[src/rtl/sdma_pkg.sv]
package sdma_pkg;
  localparam int WORD_BYTES = 4;
  localparam int LANE_W     = $clog2(WORD_BYTES);
  localparam int REG_W      = 32;

  // control register bit positions
  localparam int CB_INTP  = 0;
  localparam int CB_FILL  = 2;
  localparam int CB_IEN   = 4;
  localparam int CB_FLUSH = 5;
  localparam int CB_DIR   = 6;
  localparam int CB_EN    = 7;
  localparam int CB_CNTEN = 8;
  localparam int CB_TC    = 9;
  localparam int CB_REQ   = 10;

  localparam logic [1:0] SEL_CTRL = 2'd0;
  localparam logic [1:0] SEL_ADDR = 2'd1;
  localparam logic [1:0] SEL_CNT  = 2'd2;

  typedef enum logic [1:0] {ST_IDLE, ST_GAP, ST_MWR, ST_MRD} eng_state_t;
endpackage

[src/rtl/sdma_packer.sv]
module sdma_packer
  import sdma_pkg::*;
(
  input  logic                      clk,
  input  logic                      rst,
  input  logic                      load_i,
  input  logic [7:0]                byte_i,
  input  logic                      clear_i,
  output logic [LANE_W-1:0]         fill_o,
  output logic [8*WORD_BYTES-1:0]   merged_o,
  output logic                      last_o
);
  logic [8*WORD_BYTES-1:0] pack_q;
  logic [LANE_W-1:0]       fill_q;

  always_comb begin
    merged_o = pack_q;
    merged_o[(WORD_BYTES - 1 - int'(fill_q)) * 8 +: 8] = byte_i;
  end

  assign last_o = (fill_q == LANE_W'(WORD_BYTES - 1));
  assign fill_o = fill_q;

  always_ff @(posedge clk) begin
    if (rst || clear_i) begin
      pack_q <= '0;
      fill_q <= '0;
    end else if (load_i) begin
      if (last_o) begin
        pack_q <= '0;
        fill_q <= '0;
      end else begin
        pack_q <= merged_o;
        fill_q <= fill_q + 1'b1;
      end
    end
  end

  // a completed word empties the pack register
  assert_fill_wrap_R5: assert property (@(posedge clk) disable iff (rst)
    (load_i && last_o) |=> (fill_q == '0 && pack_q == '0));
  // flush leaves nothing behind
  assert_flush_empty_R11: assert property (@(posedge clk) disable iff (rst)
    clear_i |=> (fill_q == '0));
endmodule

[src/rtl/sdma_irq.sv]
module sdma_irq (
  input  logic clk,
  input  logic rst,
  input  logic tc_set_i,
  input  logic tc_clr_i,
  input  logic ctrl_rd_i,
  input  logic dev_irq_i,
  input  logic ien_i,
  output logic tc_o,
  output logic intp_o,
  output logic irq_o
);
  logic tc_q, seen_q, intp_q, irq_q;

  always_ff @(posedge clk) begin
    if (rst) begin
      tc_q   <= 1'b0;
      seen_q <= 1'b0;
      intp_q <= 1'b0;
      irq_q  <= 1'b0;
    end else begin
      if (tc_clr_i)      tc_q <= 1'b0;
      else if (tc_set_i) tc_q <= 1'b1;
      if (tc_set_i || tc_clr_i)     seen_q <= 1'b0;
      else if (ctrl_rd_i && tc_q)   seen_q <= 1'b1;
      intp_q <= (tc_q && !seen_q) || dev_irq_i;
      irq_q  <= intp_q && ien_i;
    end
  end

  assign tc_o   = tc_q;
  assign intp_o = intp_q;
  assign irq_o  = irq_q;

  // acknowledge only happens while terminal count is up
  assert_ack_needs_tc_R10: assert property (@(posedge clk) disable iff (rst)
    $rose(seen_q) |-> $past(tc_q));
  // unacknowledged terminal count raises pending
  assert_tc_pends_R9: assert property (@(posedge clk) disable iff (rst)
    (tc_q && !seen_q) |=> intp_q);
  // interrupt line obeys the enable
  assert_irq_masked_R9: assert property (@(posedge clk) disable iff (rst)
    irq_q |-> $past(ien_i));
endmodule

[src/rtl/scsi_dma_engine.sv]
module scsi_dma_engine
  import sdma_pkg::*;
#(
  parameter int AW = 32,
  parameter int CW = 32
) (
  input  logic          clk,
  input  logic          rst,
  input  logic          csr_wr,
  input  logic          csr_rd,
  input  logic [1:0]    csr_sel,
  input  logic [31:0]   csr_wdata,
  output logic [31:0]   csr_rdata,
  input  logic          dev_req,
  input  logic          dev_irq,
  input  logic [7:0]    dev_rdata,
  output logic          dev_ack,
  output logic          dev_wstb,
  output logic [7:0]    dev_wdata,
  output logic          mem_req,
  output logic          mem_we,
  output logic [AW-3:0] mem_addr,
  output logic [31:0]   mem_wdata,
  output logic [3:0]    mem_be,
  input  logic          mem_ack,
  input  logic [31:0]   mem_rdata,
  output logic          irq_o
);
  eng_state_t      state_q;
  logic            ien_q, dir_q, en_q, cnten_q;
  logic [AW-1:0]   addr_q;
  logic [CW-1:0]   cnt_q;
  logic [31:0]     cache_q;
  logic            cache_vld_q;
  logic            ack_q, wstb_q, mreq_q, mwe_q;
  logic [7:0]      wbyte_q;
  logic [AW-3:0]   maddr_q;
  logic [31:0]     mwdata_q, rdata_q;
  logic [3:0]      mbe_q;

  logic wr_ctrl, wr_addr, wr_cnt, ctrl_rd, flush;
  logic go, pk_load, send, dec, tc_set;
  logic [LANE_W-1:0] pk_fill;
  logic [31:0]       pk_word;
  logic              pk_last;
  logic              tc, intp;
  logic [7:0]        lane_byte;

  assign wr_ctrl = csr_wr && csr_sel == SEL_CTRL;
  assign wr_addr = csr_wr && csr_sel == SEL_ADDR;
  assign wr_cnt  = csr_wr && csr_sel == SEL_CNT;
  assign ctrl_rd = csr_rd && csr_sel == SEL_CTRL;
  assign flush   = wr_ctrl && csr_wdata[CB_FLUSH];

  assign go      = en_q && dev_req && !(cnten_q && cnt_q == '0) && state_q == ST_IDLE;
  assign pk_load = go && dir_q;
  assign send    = go && !dir_q && cache_vld_q;
  assign dec     = pk_load || send;
  assign tc_set  = dec && cnten_q && cnt_q == CW'(1) && !wr_cnt;
  assign lane_byte = cache_q[(WORD_BYTES - 1 - int'(addr_q[LANE_W-1:0])) * 8 +: 8];

  sdma_packer u_pack (
    .clk(clk), .rst(rst), .load_i(pk_load), .byte_i(dev_rdata), .clear_i(flush),
    .fill_o(pk_fill), .merged_o(pk_word), .last_o(pk_last)
  );

  sdma_irq u_irq (
    .clk(clk), .rst(rst), .tc_set_i(tc_set), .tc_clr_i(flush), .ctrl_rd_i(ctrl_rd),
    .dev_irq_i(dev_irq), .ien_i(ien_q), .tc_o(tc), .intp_o(intp), .irq_o(irq_o)
  );

  // transfer sequencer and bus-side outputs
  always_ff @(posedge clk) begin
    if (rst) begin
      state_q <= ST_IDLE;
      ack_q <= 1'b0; wstb_q <= 1'b0; wbyte_q <= '0;
      mreq_q <= 1'b0; mwe_q <= 1'b0; maddr_q <= '0; mwdata_q <= '0; mbe_q <= '0;
      cache_q <= '0; cache_vld_q <= 1'b0;
    end else begin
      ack_q  <= 1'b0;
      wstb_q <= 1'b0;
      case (state_q)
        ST_IDLE: if (go) begin
          if (dir_q) begin
            ack_q <= 1'b1;
            if (pk_last) begin
              mreq_q <= 1'b1; mwe_q <= 1'b1; mbe_q <= 4'hF;
              maddr_q <= addr_q[AW-1:2]; mwdata_q <= pk_word;
              state_q <= ST_MWR;
            end else begin
              state_q <= ST_GAP;
            end
          end else if (cache_vld_q) begin
            wstb_q  <= 1'b1;
            wbyte_q <= lane_byte;
            if (addr_q[LANE_W-1:0] == '1) cache_vld_q <= 1'b0;
            state_q <= ST_GAP;
          end else begin
            mreq_q <= 1'b1; mwe_q <= 1'b0; mbe_q <= 4'hF;
            maddr_q <= addr_q[AW-1:2];
            state_q <= ST_MRD;
          end
        end
        ST_GAP: state_q <= ST_IDLE;
        ST_MWR: if (mem_ack) begin
          mreq_q <= 1'b0; mwe_q <= 1'b0; mbe_q <= '0;
          state_q <= ST_IDLE;
        end
        ST_MRD: if (mem_ack) begin
          mreq_q <= 1'b0; mbe_q <= '0;
          cache_q <= mem_rdata; cache_vld_q <= 1'b1;
          state_q <= ST_IDLE;
        end
        default: state_q <= ST_IDLE;
      endcase
      if (flush || wr_addr) cache_vld_q <= 1'b0;
    end
  end

  // software-visible registers
  always_ff @(posedge clk) begin
    if (rst) begin
      ien_q <= 1'b0; dir_q <= 1'b0; en_q <= 1'b0; cnten_q <= 1'b0;
      addr_q <= '0; cnt_q <= '0; rdata_q <= '0;
    end else begin
      if (wr_ctrl) begin
        ien_q   <= csr_wdata[CB_IEN];
        dir_q   <= csr_wdata[CB_DIR];
        en_q    <= csr_wdata[CB_EN];
        cnten_q <= csr_wdata[CB_CNTEN];
      end
      if (wr_addr)                         addr_q <= csr_wdata[AW-1:0];
      else if (send)                       addr_q <= addr_q + AW'(1);
      else if (state_q == ST_MWR && mem_ack) addr_q <= addr_q + AW'(WORD_BYTES);
      if (wr_cnt)                          cnt_q <= csr_wdata[CW-1:0];
      else if (dec && cnten_q)             cnt_q <= cnt_q - CW'(1);
      if (csr_rd) begin
        case (csr_sel)
          SEL_CTRL: begin
            rdata_q <= '0;
            rdata_q[CB_INTP] <= intp;
            rdata_q[CB_FILL +: LANE_W] <= pk_fill;
            rdata_q[CB_IEN]   <= ien_q;
            rdata_q[CB_DIR]   <= dir_q;
            rdata_q[CB_EN]    <= en_q;
            rdata_q[CB_CNTEN] <= cnten_q;
            rdata_q[CB_TC]    <= tc;
            rdata_q[CB_REQ]   <= dev_req;
          end
          SEL_ADDR: rdata_q <= 32'(addr_q);
          SEL_CNT:  rdata_q <= 32'(cnt_q);
          default:  rdata_q <= '0;
        endcase
      end
    end
  end

  assign csr_rdata = rdata_q;
  assign dev_ack   = ack_q;
  assign dev_wstb  = wstb_q;
  assign dev_wdata = wbyte_q;
  assign mem_req   = mreq_q;
  assign mem_we    = mwe_q;
  assign mem_addr  = maddr_q;
  assign mem_wdata = mwdata_q;
  assign mem_be    = mbe_q;

  // peripheral strobes are isolated pulses
  assert_ack_gap_R12: assert property (@(posedge clk) disable iff (rst)
    dev_ack |=> !dev_ack);
  assert_wstb_gap_R12: assert property (@(posedge clk) disable iff (rst)
    dev_wstb |=> !dev_wstb);
  // traffic needs request and enable
  assert_move_gated_R3: assert property (@(posedge clk) disable iff (rst)
    (dev_ack || dev_wstb) |-> $past(dev_req && en_q));
  // a write goes out only when the packer held three bytes plus the new one
  assert_word_full_R4: assert property (@(posedge clk) disable iff (rst)
    ($rose(mem_req) && mem_we) |-> ($past(pk_fill) == LANE_W'(WORD_BYTES - 1)));
  assert_lanes_all_R4: assert property (@(posedge clk) disable iff (rst)
    (mem_req && mem_we) |-> (mem_be == 4'hF));
  // uncounted mode keeps the count still
  assert_cnt_hold_R7: assert property (@(posedge clk) disable iff (rst)
    (!cnten_q && !wr_cnt) |=> $stable(cnt_q));
endmodule

[config.mk]
export PLATFORM = sky130hd
export DESIGN_NAME = scsi_dma_engine
export DESIGN_NICKNAME = d
export VERILOG_FILES = /design/src/rtl/sdma_pkg.sv /design/src/rtl/sdma_packer.sv /design/src/rtl/sdma_irq.sv /design/src/rtl/scsi_dma_engine.sv
export SDC_FILE = /design/constraint.sdc
export NUM_CORES = 1
export LEC_CHECK = 0
export BUFFER_PORTS_ARGS = -buffer_cell sky130_fd_sc_hd__buf_4
export CORE_MARGIN = 2
export CORE_UTILIZATION = 40
export DETAILED_ROUTE_END_ITERATION = 7
export PLACE_DENSITY = 0.67
export REMOVE_ABC_BUFFERS = 1
export SYNTH_ARGS = -nofsm -noshare
export SYNTH_HDL_FRONTEND = slang
export SYNTH_HIERARCHICAL = 1
export SYNTH_SLANG_ARGS = --single-unit
[constraint.sdc]
create_clock -name clk -period 2.7 [get_ports clk]
set_input_delay 0.54 -clock clk [delete_from_list [all_inputs] [get_ports clk]]
set_output_delay 0.54 -clock clk [all_outputs]
set_load 0.01 [all_outputs]
==> results by stage <==
Pwr:
- VDD sags by at most 0.5013 mV.
- The leakage power is 5.218 nW.
- The share of total power dissipated in sequential elements is 0.452.
- Of the total power, the share spent switching nets is 0.2380.
- The total internal power is 6.451 mW.
- For this design the total switching power over the nets is 2.015 mW.
- The clock network fraction of design power is 0.463.
- The power share of the combinational group is 0.086.
- The power per standard cell area is 598.3 nW/um^2.

Critical path:
- Along the worst path, the maximum fanout reaches 6.
- The most repeated library cell on the critical path is or4_4.
- The flop-to-flop setup slack is 0.12 ns.
- The end of the worst register-to-register path is addr_q[18].
- Measured in cells, the most critical reg-to-reg path has a length of 8.
- The worst reg2reg path startpoint is cnt_q[17].
- The critical path start-end classification is flop to flop.
- Walking the worst path, the cells encountered are or4_4 -> or4_4 -> buf_6 -> o31ai_4 -> buf_4 -> a2111oi_0 -> xnor2_1 -> a211oi_1.
- For the worst setup path, the data required time is 3.15 ns.
- The count of buffering cells on the critical path with inverters included is 2.
- The kind of cell with the highest combined delay along the critical path is simple AND/OR/NAND/NOR gates.
- The critical path endpoint category is a flop.
- The slowest library cell on the worst path is or4_4.
- The sort of element at the start of the critical path is a flop.
- In this run the worst setup path begins at cnt_q[17].
- The delay of the slowest cell on the worst path is 0.53 ns.
- At the worst endpoint, the arrival time is 3.03 ns.

STA:
- The clock period minus final worst setup slack is 2.580 ns.
- The headroom to the max-slew limit is 0.2715.
- The final number of hold-violating endpoints came to 0.
- The portion of the clock cycle consumed by the worst path in the final layout is 0.9557.
- The final count of negative-setup-slack endpoints is 0.
- After layout, the worst setup slack is 0.1196 ns.
- The transition time at the pin with the least slew margin is 1.087 ns.
- The number of max-slew violations in the final report is 0.
- The highest clock frequency the design can meet is 387.5 MHz.
- The clock arrives with 0.02021 ns of skew.
- The total negative slack is 0 ns.

Floorplanning:
- The die footprint is 29360 sq um.
- From bottom edge to top edge, the die measures 171.3 um.
- Row generation in the floorplan step produced 61 rows.
- For this design the top-level I/O count stands at 192.
- For this configuration, the core starts out at a cell density of 0.4043.
- The placeable core region is 27710 sq um.
- The die is 171.3 um wide.

Min path:
- The start point of the worst hold path is csr_wdata[2].
- For hold timing, the worst endpoint is addr_q[2].
- In this run the worst hold path is classified as primary input to flop.
- The cell depth of the worst hold path is 3.

Final layout:
- The number of fill cells in the layout is 2651.
- The synthesis-to-finish area growth is 26.32%.
- In the final layout, the share of cells above drive strength 1 is 0.2220.
- In the final design database the tool counted 1607 nets.
- The area of the multi-input gates is 5669 sq um.
- Once layout is complete, the utilization of the core stands at 0.5107.
- The top cell types in the final layout, fill and taps aside, are dfxtp_1, buf_4, nand2_1.
- In the final layout, flip-flops and latches occupy 4945 sq um.

Synth:
- The number of different library cells used by synthesis comes to 61.
- The number of enable-type register cells in the synthesized netlist is 0.
- In this run the cell area of the synthesized design comes to 11200 sq um.
- In the synthesized netlist the async set-or-reset flop fraction comes to 0.
- dfxtp_1 takes more of the synthesized area than any other cell.
- The per-instance average area after synthesis is 8.353 sq um.
- The gate count after technology mapping is 1341.
- The fraction of synthesized cell area taken by the top area cell type is 0.4414.
- For this run, the number of Yosys warnings is 6.
- By area the synthesized netlist is led by dfxtp_1, nand2_1, a211oi_1, a21oi_1, nor2_1.
- For this run, the leading register cell type out of synthesis is dfxtp_1.
- Counting flops and latches in the post-synthesis netlist gives 247.
- The register area share after synthesis is 0.4414.

Global route:
- In the global route stage, overall resource usage came out at 0.2188.
- The number of global-route vias before repair was 9516.
- The remaining global-route overflow is 0.
- Entering global routing, the biggest net connects 70 pins.
- The global-route wire length before repair is 51640 um.
- The number of antenna violations at the first check in global routing is 1.

Route:
- The first detailed-routing pass took 7 iterations.
- The count of nets left with antenna violations once routing finished came out at 0.
- For this run, design rule violations remaining after detail routing come to 0.
- The vias after detailed routing is 10286.
- Summed over all layers, the routed wires come to 32810 um.
- After the first detailed-routing iteration, the DRC count stood at 761.
- After detailed routing, the number of vias per cell comes to 5.371.
- Dividing the detail-routed wire length by the instance count gives 17.13 um.

Clock tree:
- In this run the number of H-tree levels came out at 1.
- The CTS tree is done.
- Clock tree synthesis selected as its root buffer the cell clkbuf_16.
- For the worst-skew pair, the clock arrives at the later sink with an insertion delay of 0.54 ns.
- The longest clock path from root to sink contains 3 buffers.
- TritonCTS created 26 clock buffers.
- The number of sinks on the clock net is 247.
- The number of hold-repair buffers added at the cts stage is 0.
- Clock-pin slew was measured on the worst setup and hold paths at 0.06 ns.

Run status:
- The flow ran to the end, and the final reports show no timing, DRC or antenna violations.

Placed design:
- The routability-driven placement congestion ratio is 0.8932.
- The post-detailed-placement half-perimeter wirelength is 23530 um.
- During placement, the flow inserted port buffers numbering 191.
- Timing analysis after detailed placement gives a worst setup slack of -0.1225 ns.

Run:
- The number of violations of the max-capacitance limit is 0.
-- area by class of cell --
| cell class | count | share of cell area |
|---|---|---|
| multi-input combinational | 959 | 0.4007 |
| sequential | 247 | 0.3495 |
| timing repair buffer | 256 | 0.1419 |
| clock buffer | 33 | 0.05208 |
| tap | 378 | 0.03342 |
| clock inverter | 15 | 0.01539 |
| inverter | 26 | 0.006897 |
| antenna | 1 | 0.0001769 |
-- power groups by stage --
stage	clock [mW]	sequential (mW)	combinational, mW
after floorplan	0	3.90	0.292
after global placement	0	3.90	0.705
after detailed placement	0	3.90	0.713
after CTS	3.98	3.82	0.717
after global routing	4.11	3.83	0.783
final	3.92	3.82	0.726
-- worst max path at each step --
stage,to,slack [ns],cells after the start
after floorplan,u_irq/seen_q,-1.0,5
after global placement,u_pack/pack_q[27],-0.08,8
after detailed placement,u_pack/pack_q[26],-0.12,8
after CTS,addr_q[23],0.003,8
after global routing,addr_q[1],-0.01,9
final,addr_q[18],0.12,8
-- kinds of logic after synthesis --
kind of cell	count (synthesis)	share of synthesized area
compound gates	329	0.1955
buf+inv	135	0.05607
flops	247	0.4414
mux	38	0.04289
xor+xnor	53	0.04144
simple gates	529	0.2115
fa+ha+maj	10	0.01117
-- repair_timing --
item	CTS	global route
cloned	1	0
setup endpoints to repair	27	44
gates resized for setup	6	6
buffers inserted	1	0
pin swaps	1	7
-- metrics by stage --
| step | instances | instance area, sq um | total power [mW] | hold slack, ns |
|---|---|---|---|---|
| 2_1_floorplan | 1232 | 10670 | 4.191 | 0.4104 |
| 3_3_place_gp | 1864 | 13150 | 4.605 | 0.4173 |
| 3_5_place_dp | 1864 | 13150 | 4.616 | 0.4235 |
| 4_1_cts | 1914 | 14130 | 8.524 | 0.1984 |
| 5_1_grt | 1915 | 14150 | 8.727 | 0.2309 |
| 6_report | 1915 | 14150 | 8.466 | 0.2185 |
-- cells in the mapped netlist, types with 6 or more instances --
cell / number
and2_1: 7
or2_2: 7
nor2_1: 160
a2111oi_0: 6
xnor2_1: 52
and4b_1: 6
nor4_1: 21
a22oi_1: 35
mux4_2: 8
mux2i_1: 30
a32oi_1: 12
nor2b_1: 6
a211oi_1: 86
nand3_1: 15
nor3_1: 18
buf_6: 6
o21ai_0: 27
a22o_1: 14
or3_1: 10
a21oi_1: 124
dfxtp_1: 247
buf_4: 18
buf_2: 6
and3_1: 7
clkbuf_1: 75
inv_1: 26
ha_1: 10
nand2_1: 236
nand4_1: 14
-- tightest hold or removal path: cells and delay by family --
family / cells / cell delay (ns)
AOI/OAI and AO/OA: 1 / 0.05
buffers and inverters: 1 / 0.09
and+or+nand+nor: 1 / 0.04
-- state kept, by name, summed over array words and instances (netlist names), 2 cells and up --
signal / flops
addr_q: 32
cache_q: 32
cnt_q: 32
csr_rdata: 32
mem_wdata: 32
u_pack/pack_q: 32
mem_addr: 30
dev_wdata: 8
state_q: 2
u_pack/fill_o: 2
-- routing by layer --
| layer | GRT usage | routed length (um) |
|---|---|---|
| met5 | 0 | 0 |
| met4 | 0.05674 | 597 |
| met2 | 0.3378 | 14600 |
| met3 | 0.04786 | 2545 |
| met1 | 0.3095 | 15060 |
Note: power is estimated with default switching activity, not from simulation.
